## config.mk

```make
export PLATFORM = sky130hd
export DESIGN_NAME = burst_sram_ctl
export DESIGN_NICKNAME = d
export VERILOG_FILES = /design/src/rtl/burst_sram_ctl.sv
export SDC_FILE = /design/constraint.sdc
export NUM_CORES = 2
export LEC_CHECK = 0
export BUFFER_PORTS_ARGS = -buffer_cell sky130_fd_sc_hd__clkbuf_2
export CORE_MARGIN = 2
export CORE_UTILIZATION = 49
export DETAILED_ROUTE_END_ITERATION = 8
export RECOVER_POWER = 100
export SKIP_LAST_GASP = 1
export SYNTH_ARGS = -nofsm -noshare
export SYNTH_HDL_FRONTEND = slang
export SYNTH_SLANG_ARGS = --single-unit
```

## constraint.sdc

```tcl
create_clock -name clk -period 7.6 [get_ports clk]
set_clock_uncertainty 0.2 [all_clocks]
set_input_delay 1.14 -clock clk [delete_from_list [all_inputs] [get_ports clk]]
set_output_delay 1.14 -clock clk [all_outputs]
set_load 0.1 [all_outputs]
```

## src/rtl/burst_sram_ctl.sv

```systemverilog
module burst_sram_ctl #(
  parameter int AW = 6,
  parameter int BW = 8,
  parameter int NB = 4
) (
  input  logic               clk,
  input  logic               rst_n,
  input  logic               ce1_n,
  input  logic               ce2,
  input  logic               ce3_n,
  input  logic               adsp_n,
  input  logic               adsc_n,
  input  logic               adv_n,
  input  logic               gw_n,
  input  logic               bwe_n,
  input  logic [NB-1:0]      bw_n,
  input  logic               oe_n,
  input  logic               zz,
  input  logic               lin,
  input  logic [AW-1:0]      addr,
  input  logic [NB*BW-1:0]   din,
  output logic [NB*BW-1:0]   dout,
  output logic               dout_en
);
  localparam int DW    = NB * BW;
  localparam int DEPTH = 1 << AW;

  logic [DW-1:0] mem [DEPTH];
  logic [AW-1:0] base_q, nbase;
  logic [1:0]    cnt_q, ncnt, rec_q;
  logic          act_q, rd_q, first_q;
  logic [DW-1:0] dq_q;
  logic          start, burst, desel, do_rd, do_wr;
  logic [AW-1:0] eff;
  logic [NB-1:0] be;

  wire sel     = !ce1_n && ce2 && !ce3_n;
  wire wq      = !gw_n || (!bwe_n && !(&bw_n));
  wire blocked = zz || (rec_q != 2'd0);
  wire p_go    = !adsp_n && !ce1_n;

  always_comb begin
    start = 1'b0;
    burst = 1'b0;
    desel = 1'b0;
    if (blocked)              desel = 1'b1;
    else if (p_go || !adsc_n) begin
      if (sel) start = 1'b1;
      else     desel = 1'b1;
    end else if (act_q)       burst = 1'b1;
    nbase = start ? addr : base_q;
    ncnt  = start ? 2'd0 : (burst ? cnt_q + {1'b0, !adv_n} : cnt_q);
    do_rd = (start && (p_go || !wq)) || (burst && !wq);
    do_wr = (start && !p_go && wq) || (burst && wq);
  end

  assign eff = {nbase[AW-1:2], lin ? nbase[1:0] + ncnt : nbase[1:0] ^ ncnt};
  assign be  = !do_wr ? '0 : (!gw_n ? '1 : (bwe_n ? '0 : ~bw_n));

  always_ff @(posedge clk) begin
    for (int i = 0; i < NB; i++)
      if (be[i]) mem[eff][i*BW +: BW] <= din[i*BW +: BW];
  end

  always_ff @(posedge clk or negedge rst_n) begin
    if (!rst_n) begin
      base_q  <= '0;
      cnt_q   <= '0;
      act_q   <= 1'b0;
      rd_q    <= 1'b0;
      first_q <= 1'b0;
      dq_q    <= '0;
      rec_q   <= '0;
    end else begin
      base_q  <= nbase;
      cnt_q   <= ncnt;
      act_q   <= start || (act_q && !desel);
      rd_q    <= do_rd;
      first_q <= do_rd && start && !act_q;
      if (do_rd) dq_q <= mem[eff];
      if (zz)                 rec_q <= 2'd2;
      else if (rec_q != 2'd0) rec_q <= rec_q - 2'd1;
    end
  end

  assign dout_en = rd_q && !first_q && !oe_n;
  assign dout    = dout_en ? dq_q : '0;

  p_en_needs_read_r8: assert property (@(posedge clk) disable iff (!rst_n)
    dout_en |-> (rd_q && !oe_n));
  p_strobe_read_r2: assert property (@(posedge clk) disable iff (!rst_n)
    (!adsp_n && !ce1_n && sel && !blocked) |=> (rd_q && act_q));
  p_write_qual_r4: assert property (@(posedge clk) disable iff (!rst_n)
    (be != '0) |-> (!gw_n || (!bwe_n && !(&bw_n))));
  p_proc_no_write_r2: assert property (@(posedge clk) disable iff (!rst_n)
    p_go |-> (be == '0));
  p_ce1_desel_r10: assert property (@(posedge clk) disable iff (!rst_n)
    (!adsc_n && ce1_n) |=> (!rd_q && !act_q));
  p_sleep_quiet_r11: assert property (@(posedge clk) disable iff (!rst_n)
    zz |=> (!dout_en && !act_q));
  p_sleep_nowrite_r11: assert property (@(posedge clk) disable iff (!rst_n)
    blocked |-> (be == '0));
endmodule

```

==> impl_metrics.tcl <==
set metrics [dict create \
    outcome "finished, violations left" \
    violations "capacitance limit, slew limit" \
    critical-path-top-delay-family "compound AO/OA/AOI/OAI gates" \
    p_leak_uw 0.02964 \
    whs_path_depth 1 \
    maxSlewHeadroom_pct -170.2 \
    synthCells 6112 \
    critPathKind "flip-flop to flip-flop" \
    crit_path_cell_trace "inv_1 > ha_1 > nand4b_1 > o21ai_0 > a21oi_1 > ha_1 > or2_0 > a31o_4 > a211oi_1 > buf_4 > a222oi_1 > or3_1 > o2111ai_1 > a221oi_1 > o22ai_1" \
    cts_buffer_depth 3 \
    worstHoldPathType "flip-flop to flip-flop" \
    cts.root.buffer_cell "clkbuf_16" \
    cts_tree "yes" \
    drt_iter0_markers 9161 \
    drive_above_1_share_pct 10.38 \
    grt_pass1_vias 55490 \
    path_buf_inv 2 \
    clkTransAtPathRegs_ns 0.07 \
    r2r_end "dq_q[30]" \
    hp-start "act_q" \
    vdd_drop_max_mv 0.3246 \
    grt_pass1_wl_um 412000 \
    syn-mean-instance-area_um2 14.43 \
    track_usage_pct 30.84 \
    fp.dieH_um 428.3 \
    core_um2 178600 \
    wl_per_cell_um 33.86 \
    min_period_ns 6.661 \
    async_flop_share_pct 2.150 \
    startpoint_type "flip-flop" \
    critPathMaxFanout 55 \
    grt_antenna_before_repair 21 \
    fmax_mhz 150.1 \
    insertion_delay_ns 0.86 \
    finalHoldViolations 0 \
    cts_hold_buffers 0 \
    synth.top_cell.area_share_pct 69.71 \
    vias 59390 \
    period_share_pct 87.65 \
    cp-startpoint "rec_q[0]" \
    critPathMostFrequentCell "ha_1" \
    rrSetupSlack_ns 0.94 \
    placed_cells 8156 \
    yosys-top-cells-count "edfxtp_1 (2048), clkbuf_1 (483), nor2_1 (428)" \
    numCtsBuffers 207 \
    synthTopCellsByArea "edfxtp_1 (70%), o221ai_1 (2.3%), clkbuf_1 (2.1%)" \
    synth_area_leader_cell "edfxtp_1" \
    worst_pin_slew_ns 4.054 \
    gp_congestion 0.9009 \
    ant_nets 0 \
    fillers 14210 \
    worstPathRequired_ns 8.12 \
    crit_slowest_cell "or2_0" \
    grt_max_degree 172 \
    cp-endpoint "dq_q[30]" \
    slew_violations 2248 \
    yosys.cell_types.count 76 \
    seq_area_frac_synth_pct 70.99 \
    vias_per_cell 6.954 \
    drc 0 \
    port_buffers 87 \
    synth_area_um2 88220 \
    gr-total-overflow 0 \
    synth-seq-cells 2093 \
    rsz0062_at_grt "false" \
    synth_edf_count 2048 \
    rr_worst_depth 15 \
    yosysMostFrequentCell "edfxtp_1" \
    cp-end-kind "flip-flop" \
    yosysWarningCount 0 \
    cp.depth 15 \
    critical-path-max-stage-delay_ns 1.20 \
    rows 155 \
    die_w_um 428.3 \
    post_cts_buffers 0 \
    clock-sinks 2093 \
    hpwl_um 172300 \
    htree_levels 4 \
    worst_r2r_startpoint "rec_q[0]" \
    drtPass1Iterations 8 \
    fin_nets 6068 \
    io_pins 88 \
    dieArea_um2 183500 \
    area_growth_pct 10.60 \
    wl_um 289200 \
    crit_arrival_ns 7.18 \
    powerDensity_nw_per_um2 332.5 \
    syn-num-nets 6170 \
    cts_resized 0 \
    synth_ff_type "edfxtp_1" \
    finalSetupTns_ns 0 \
    initial_core_util_pct 49.39 \
    maxCapViolations 38 \
    finalNonFillerCells 8540 \
    final-setup-viol-count 0 \
]
## power by group
part | switching, µW | leakage (µW) | internal [µW] | total [µW]
Sequential | 242 | 0.0190 | 12800 | 13000
Combinational | 6560 | 0.00742 | 2600 | 9160
Clock | 4350 | 0.00324 | 5890 | 10200
## per-layer routing
layer  routed length (µm)  global-route usage [%]  vias up
met5                   90                       0        -
met4                13100                   12.76       14
met3                32240                   6.813      673
met2               131200                   47.09     3820
met1               112600                   43.00    30180
li1                     -                       -    24700
## per-stage QoR
| step | hold WS [ns] | total power [µW] | instance area (µm²) | utilization, % | setup slack (ns) |
|---|---|---|---|---|---|
| 3_3_place_gp | 0.2876 | 22160 | 91200 | 51.06 | 1.161 |
| 5_1_grt | 0.3047 | 33230 | 97560 | 54.62 | 0.7605 |
| 4_1_cts | 0.1854 | 32310 | 97870 | 54.79 | 1.864 |
| 3_5_place_dp | 0.2749 | 22220 | 91200 | 51.06 | 1.270 |
| 2_1_floorplan | 0.2089 | 18240 | 88220 | - | 1.678 |
| 6_report | 0.2941 | 32440 | 97570 | 54.63 | 0.9389 |
## cell type report
| type | count | area, µm² | share of cell area [%] |
|---|---|---|---|
| sequential | 2093 | 62630 | 64.19 |
| timing repair buffer | 258 | 1687 | 1.729 |
| inverter | 35 | 148.9 | 0.1526 |
| tap | 2355 | 2947 | 3.020 |
| clock inverter | 101 | 1039 | 1.064 |
| antenna | 8 | 20.02 | 0.02052 |
| multi-input combinational | 3415 | 23470 | 24.05 |
| clock buffer | 275 | 5634 | 5.774 |
## how the worst min path moves through the flow
| stage | endpoint | slack [ns] |
|---|---|---|
| after CTS | dq_q[5] | 0.19 |
| after floorplan | first_q | 0.21 |
| after detailed placement | first_q | 0.27 |
| after global placement | first_q | 0.29 |
| final | first_q | 0.29 |
| after global routing | rec_q[0] | 0.30 |
## placed cells by master (no fill, tap or decap), types with 77 or more instances in the layout
cell type	netlist	final
mux2i_1	155	150
nand2_1	321	313
mux4_2	77	77
nor2_1	428	424
clkbuf_1	483	139
a21oi_1	191	189
and3_1	146	146
o221ai_1	227	227
a211oi_1	168	169
o22ai_1	286	286
clkbuf_16	0	214
edfxtp_1	2048	2048
o21ai_0	134	135
buf_4	0	107
nand4_1	125	125
or3_1	90	89
a31oi_1	134	134
## registers in the layout, summed over array words and instances, names as in the netlist
name and flops:
act_q 1, base_q 6, cnt_q 2, dq_q 32, first_q 1, mem 2048, rd_q 1, rec_q 2
## cells by family after synthesis
group	count (synthesis)	share of synthesized area, %
xor gates and xnor gates	2	0.01986
DFF	2093	70.99
and+or+nand+nor	1547	9.046
adders and majority gates	3	0.04255
muxes	263	4.120
AOI/OAI and AO/OA	1600	13.08
buffers and inverters	604	2.705
(Power assumes the default switching activity.)
